===== src/rtl/clksel_pkg.sv =====
package clksel_pkg;

   typedef enum logic [1:0] {
      OP_CFG = 2'd0,
      OP_SEL = 2'd1,
      OP_CLR = 2'd2,
      OP_NOP = 2'd3
   } op_e;

   localparam int ERR_W      = 5;
   localparam int ERR_WRONG  = 0;
   localparam int ERR_UNLOCK = 1;
   localparam int ERR_OFF    = 2;
   localparam int ERR_HALF   = 3;
   localparam int ERR_RANGE  = 4;

   localparam logic [1:0] BAND_RSVD = 2'b11;

endpackage


===== src/rtl/clksel_lock_timer.sv =====
module clksel_lock_timer #(
   parameter int CNT_W = 8
) (
   input  logic             clk,
   input  logic             rst_n,
   input  logic             load,
   input  logic [CNT_W-1:0] load_val,
   input  logic             pll_off,
   input  logic             lock_in,
   output logic             locked
);

   generate
      if (CNT_W < 1) begin : g_bad_cnt
         $error("clksel_lock_timer: CNT_W must be at least 1");
      end
   endgenerate

   logic [CNT_W-1:0] cnt_q;

   always_ff @(posedge clk or negedge rst_n) begin
      if (!rst_n)
         cnt_q <= '0;
      else if (load)
         cnt_q <= load_val;
      else if (cnt_q != '0)
         cnt_q <= cnt_q - 1'b1;
   end

   assign locked = (cnt_q == '0) && !pll_off && lock_in;


   cnt_up_only_on_load_chk: assert property (@(posedge clk) disable iff (!rst_n)
      (cnt_q > $past(cnt_q)) |-> $past(load));

endmodule


===== src/rtl/clksel_rules.sv =====
module clksel_rules
   import clksel_pkg::*;
(
   input  logic             valid,
   input  op_e              op,
   input  logic             tgt_pll,
   input  logic [1:0]       band,
   input  logic             req_sel,
   input  logic             cur_sel,
   input  logic [1:0]       pll_off,
   input  logic [1:0]       pll_locked,
   input  logic [1:0]       pll_half,
   output logic             cfg_ok,
   output logic             sel_ok,
   output logic [ERR_W-1:0] err_set
);

   always_comb begin
      cfg_ok  = 1'b0;
      sel_ok  = 1'b0;
      err_set = '0;
      if (valid && op == OP_CFG) begin
         if (tgt_pll == cur_sel)
            err_set[ERR_WRONG] = 1'b1;
         else if (band == BAND_RSVD)
            err_set[ERR_RANGE] = 1'b1;
         else
            cfg_ok = 1'b1;
      end else if (valid && op == OP_SEL && req_sel != cur_sel) begin
         if (pll_off[req_sel])
            err_set[ERR_OFF] = 1'b1;
         else if (!pll_locked[req_sel])
            err_set[ERR_UNLOCK] = 1'b1;
         else if (pll_half[0] && pll_half[1])
            err_set[ERR_HALF] = 1'b1;
         else
            sel_ok = 1'b1;
      end
   end

endmodule


===== src/rtl/clksel_guard.sv =====
module clksel_guard
   import clksel_pkg::*;
#(
   parameter int MULT_W      = 5,
   parameter int CNT_W       = 8,
   parameter int RESET_MULT0 = 8
) (
   input  logic                  clk,
   input  logic                  rst_n,
   input  logic                  wr_valid,
   input  logic [1:0]            wr_op,
   input  logic                  wr_pll,
   input  logic [MULT_W-1:0]     wr_mult,
   input  logic [1:0]            wr_range,
   input  logic                  wr_pwroff,
   input  logic                  wr_sel,
   input  logic [4:0]            wr_clr,
   input  logic [CNT_W-1:0]      lock_cycles,
   input  logic [1:0]            pll_lock_in,
   output logic                  clk_sel,
   output logic [1:0]            pll_locked,
   output logic [2*MULT_W-1:0]   cfg_mult,
   output logic [3:0]            cfg_range,
   output logic [1:0]            cfg_pwroff,
   output logic [4:0]            err_flags
);

   localparam int NPLL      = 2;
   localparam int CODE_SPAN = 1 << MULT_W;

   generate
      if (MULT_W < 2) begin : g_bad_mult
         $error("clksel_guard: MULT_W must be at least 2");
      end
      if (RESET_MULT0 <= 0 || RESET_MULT0 >= CODE_SPAN) begin : g_bad_rst
         $error("clksel_guard: RESET_MULT0 must be a nonzero code");
      end
      if (ERR_W != 5) begin : g_bad_err
         $error("clksel_guard: error vector width mismatch");
      end
   endgenerate

   logic [MULT_W-1:0] mult_q  [NPLL];
   logic [1:0]        band_q  [NPLL];
   logic              pwr_q   [NPLL];
   logic              sel_q;
   logic [ERR_W-1:0]  err_q;

   logic [NPLL-1:0]   off_w;
   logic [NPLL-1:0]   half_w;
   logic [NPLL-1:0]   locked_w;
   logic [NPLL-1:0]   load_w;
   logic              cfg_ok;
   logic              sel_ok;
   logic [ERR_W-1:0]  err_set;
   logic [ERR_W-1:0]  clr_eff;
   op_e               op_w;

   assign op_w = op_e'(wr_op);

   genvar gi;
   generate
      for (gi = 0; gi < NPLL; gi++) begin : g_pll
         localparam logic [MULT_W-1:0] RST_CODE =
            (gi == 0) ? MULT_W'(RESET_MULT0) : '0;
         localparam logic RST_PWR = (gi != 0);

         assign off_w[gi]  = (mult_q[gi] == '0) || pwr_q[gi];
         assign half_w[gi] = mult_q[gi][0];
         assign load_w[gi] = cfg_ok && (wr_pll == 1'(gi));

         always_ff @(posedge clk or negedge rst_n) begin
            if (!rst_n) begin
               mult_q[gi] <= RST_CODE;
               band_q[gi] <= 2'b00;
               pwr_q[gi]  <= RST_PWR;
            end else if (load_w[gi]) begin
               mult_q[gi] <= wr_mult;
               band_q[gi] <= wr_range;
               pwr_q[gi]  <= wr_pwroff;
            end
         end

         clksel_lock_timer #(.CNT_W(CNT_W)) u_timer (
            .clk      (clk),
            .rst_n    (rst_n),
            .load     (load_w[gi]),
            .load_val (lock_cycles),
            .pll_off  (off_w[gi]),
            .lock_in  (pll_lock_in[gi]),
            .locked   (locked_w[gi])
         );

         assign cfg_mult[gi*MULT_W +: MULT_W] = mult_q[gi];
         assign cfg_range[gi*2 +: 2]          = band_q[gi];
         assign cfg_pwroff[gi]                = pwr_q[gi];


         band_never_rsvd_chk: assert property (@(posedge clk) disable iff (!rst_n)
            band_q[gi] != BAND_RSVD);
      end
   endgenerate

   clksel_rules u_rules (
      .valid      (wr_valid),
      .op         (op_w),
      .tgt_pll    (wr_pll),
      .band       (wr_range),
      .req_sel    (wr_sel),
      .cur_sel    (sel_q),
      .pll_off    (off_w),
      .pll_locked (locked_w),
      .pll_half   (half_w),
      .cfg_ok     (cfg_ok),
      .sel_ok     (sel_ok),
      .err_set    (err_set)
   );

   assign clr_eff = (wr_valid && op_w == OP_CLR) ? wr_clr : '0;

   always_ff @(posedge clk or negedge rst_n) begin
      if (!rst_n) begin
         sel_q <= 1'b0;
         err_q <= '0;
      end else begin
         if (sel_ok)
            sel_q <= wr_sel;
         err_q <= (err_q & ~clr_eff) | err_set;
      end
   end

   assign clk_sel    = sel_q;
   assign pll_locked = locked_w;
   assign err_flags  = err_q;


   rise_needs_lock_chk: assert property (@(posedge clk) disable iff (!rst_n)
      $rose(sel_q) |-> $past(locked_w[1]));


   fall_needs_lock_chk: assert property (@(posedge clk) disable iff (!rst_n)
      $fell(sel_q) |-> $past(locked_w[0]));


   sel_not_off_chk: assert property (@(posedge clk) disable iff (!rst_n)
      !off_w[sel_q]);


   live_cfg_stable_chk: assert property (@(posedge clk) disable iff (!rst_n)
      $stable(sel_q) |-> $stable(mult_q[sel_q]));


   err_clear_only_w1c_chk: assert property (@(posedge clk) disable iff (!rst_n)
      ($past(err_q) & ~err_q & ~$past(clr_eff)) == '0);

endmodule


===== config.mk =====
export PLATFORM = sky130hd
export DESIGN_NAME = clksel_guard
export DESIGN_NICKNAME = d
export VERILOG_FILES = /design/src/rtl/clksel_pkg.sv /design/src/rtl/clksel_lock_timer.sv /design/src/rtl/clksel_rules.sv /design/src/rtl/clksel_guard.sv
export SDC_FILE = /design/constraint.sdc
export NUM_CORES = 1
export LEC_CHECK = 0
export BUFFER_PORTS_ARGS = -buffer_cell sky130_fd_sc_hd__buf_2
export CAP_MARGIN = 20
export CORE_MARGIN = 2
export CORE_UTILIZATION = 51
export DETAILED_ROUTE_END_ITERATION = 12
export HOLD_SLACK_MARGIN = 0.05
export MAX_ROUTING_LAYER = met4
export PLACE_DENSITY = 0.75
export SLEW_MARGIN = 20
export SYNTH_ARGS = -nofsm -noshare
export SYNTH_HDL_FRONTEND = slang
export SYNTH_SLANG_ARGS = --single-unit
export TNS_END_PERCENT = 1

===== constraint.sdc =====
create_clock -name clk -period 2.8 [get_ports clk]
set_input_delay 0.28 -clock clk [delete_from_list [all_inputs] [get_ports clk]]
set_output_delay 0.28 -clock clk [all_outputs]
set_load 0.1 [all_outputs]

==> out/qor.yml <==
critical_path:
  cp_cell_sequence: "inv_1, ha_1, nor3b_2, nand2_2, nor4b_4, buf_2"
  cp.required_ns: 2.52
  cp-end-kind: "primary output"
  cp.arrival_ns: 2.19
  path_class: "flop to primary output"
  crit_path_max_incr_delay_ns: 0.48
  critPathMaxFanout: 6
  cp-start-kind: "flop"
  critPathSlowestCell: "buf_2"
cts:
  cts_buffers: 5
  cts_max_level: 2
  clkTransAtPathRegs_ns: 0.07
  post_cts_buffers: 0
  clkSinkCount: 38
  cts_resized: 0
  ctsHoldBuffers: 0
  root_buffer: "clkbuf_8"
  clk_latency_ns: 0.29
  cts_tree: "yes"
  cts_buffer_depth: 2
grt:
  grt_max_degree: 39
  grt_first_pass_wirelength_um: 6650
  grt_pass1_vias: 1477
  grt_overflow: 0
  grt_use_total_pct: 20.7
  antenna_found_initial: 0
logic_synthesis:
  syn-instance-count: 184
  synth_fp_nets: 218
  synth_top_flop_cell: "dfrtp_1"
  async_flop_share_pct: 100
  syn_avg_cell_area_um2: 10.9
  synth_seq_area_share_pct: 47.5
  synth_area_um2: 2010
  synth_cell_type_count: 40
  ys_seq_elements: 38
  yosysWarnings: 0
  synth_edf_count: 0
placement:
  placed_area_um2: 2320
  gp_congestion: 0.793
  port_buffers: 53
  dpl.hpwl_um: 3060
  place_inst: 282
final_layout:
  stdcell_count: 290
  areaGrowthSynthToFinish_pct: 20.2
  mostFrequentLayoutCell: "buf_2"
  finalNetCount: 275
  antenna_cells: 0
  most-common-layout-cells: "buf_2, dfrtp_1, nand2_1, mux2_2, a21oi_1"
  nFillCells: 336
  drive_gt1_share_pct: 39.3
  design_area_um2: 2410
run:
  maxCapViolCount: 0
timing:
  worstMarginPinSlew_ns: 0.828
  slew_violations: 0
  fin_crit_ns: 2.47
  fin_crit_sh_pct: 88.2
  relSlewSlack_pct: 44.8
  hold_violations: 0
  fin_tns_setup_ns: 0
  rsz0062_at_grt: "no"
  finalSetupViolations: 0
  fin_skew_ns: 0.00527
  fmax_ghz: 0.405
power_and_ir_drop:
  pwr_density_cell_nw_per_um2: 900
  leakage_nw: 1.16
  peakVddDrop_uv: 481
drt:
  drc_errors: 0
  drtPass1Iterations: 4
  wire_per_inst_um: 13.8
  wirelength_um: 3990
  vias: 1546
  viasPerCell: 5.33
  first_iter_violations: 52
  ant_nets: 0
worst_hold_path:
  holdCritPathClass: "input port to asynchronous set/reset pin"
die:
  dieArea_um2: 4460
  die_w_um: 66.8
  coreArea_um2: 3720
  start_util_pct: 54.0
  io_pins: 54
  row_count: 22
  die_y_um: 66.8
outcome:
  status: "finished clean"
kinds of logic after synthesis:
group,Yosys count,share of synthesized area [%]
adder cells (fa/ha/maj),4,2.49
multiplexers,19,10.6
XOR/XNOR,13,5.67
buffers and inverters,17,3.68
flip-flops,38,47.5
AND/OR/NAND/NOR,62,19.5
AO/OA/AOI/OAI,31,10.6
per-stage QoR:
step	hold WS, ns	util (%)	power, W	worst slack [ns]
final	0.0837	65.0	0.00217	0.330
after CTS	0.108	65.0	0.00219	0.315
after global routing	0.150	65.0	0.00232	0.194
after floorplan	-0.0156	-	0.00161	0.592
after detailed placement	0.428	62.5	0.00180	0.642
after global placement	0.423	62.5	0.00178	0.714
Yosys cell counts, types with 2 or more instances:
library cell / n / area, um^2
xnor2_1: 5 / 43.8
xor2_1: 8 / 70.1
a32o_1: 2 / 20.0
nor3b_2: 2 / 25.0
nand4_1: 2 / 12.5
a22o_1: 2 / 17.5
nand2_1: 18 / 67.6
dfrtp_1: 36 / 901
o21ai_0: 2 / 10.0
mux2_2: 18 / 203
a21oi_1: 17 / 85.1
nor2_1: 15 / 56.3
ha_1: 4 / 50.1
clkbuf_1: 2 / 7.51
or4_4: 2 / 22.5
nand3b_1: 2 / 15.0
o22ai_1: 4 / 25.0
nor4_1: 2 / 12.5
nor4_4: 2 / 42.5
buf_2: 2 / 10.0
dfstp_2: 2 / 52.6
inv_1: 11 / 41.3
nor3_1: 6 / 30.0
buf_4: 2 / 15.0
power by group:
group	switching [W]	total, W	internal [W]	leakage (nW)
sequential	0.000186	0.000899	0.000713	0.469
clock	0.000187	0.000385	0.000198	0.0482
combinational	0.000584	0.000888	0.000304	0.645
metal layers:
metal  up-vias  track usage [%]  part of all wire (%)
met1       747             26.6                    47
met2        31             31.6                    47
met5         -                -                     0
li1        760                -                     -
met4         0             9.18                   2.1
met3         8             4.22                   3.9
path summary, 6_finish.rpt:
path | start | to | slack [ns] | cells after the start
worst max-delay path | g_pll[1].u_timer.cnt_q[0]$_DFFE_PN0P_ | pll_locked[1] | 0.33 | 6
worst min-delay path | rst_n | err_flags[0]$_DFF_PN0_ | 0.08 | 1
worst max register to register | g_pll[1].u_timer.cnt_q[0]$_DFFE_PN0P_ | err_flags[1]$_DFF_PN0_ | 0.92 | 7
worst min register to register | err_flags[2]$_DFF_PN0_ | err_flags[2]$_DFF_PN0_ | 0.49 | 2
max in group asynchronous | rst_n | g_pll[0].u_timer.cnt_q[5]$_DFFE_PN0P_ | 2.19 | 1
min in group clk | wr_op[1] | err_flags[2]$_DFF_PN0_ | 0.22 | 2
cell type report:
cell class              instances  area [um^2]  area share, %
multi-input cells             129          981           40.6
clock inverters                 1         5.00          0.207
well taps                      48         60.1           2.49
clock buffers                   7         86.3           3.58
flip-flops and latches         38          953           39.5
repair buffers                 56          288           11.9
inverters                      11         41.3           1.71
state kept, by name (all words and copies together) (netlist names):
| signal | count |
|---|---|
| cfg_pwroff | 2 |
| err_flags | 5 |
| g_pll.u_timer.cnt_q | 16 |
| cfg_mult | 10 |
| cfg_range | 4 |
| clk_sel | 1 |
worst max-delay path: cells and delay by family, from the launching register on:
| kind | cells | cell delay (ns) |
|---|---|---|
| flops | 1 | 0.40 |
| buf+inv | 2 | 0.57 |
| fa+ha+maj | 1 | 0.17 |
| simple gates | 3 | 0.75 |
No activity file was read; power rests on OpenSTA's default activity.
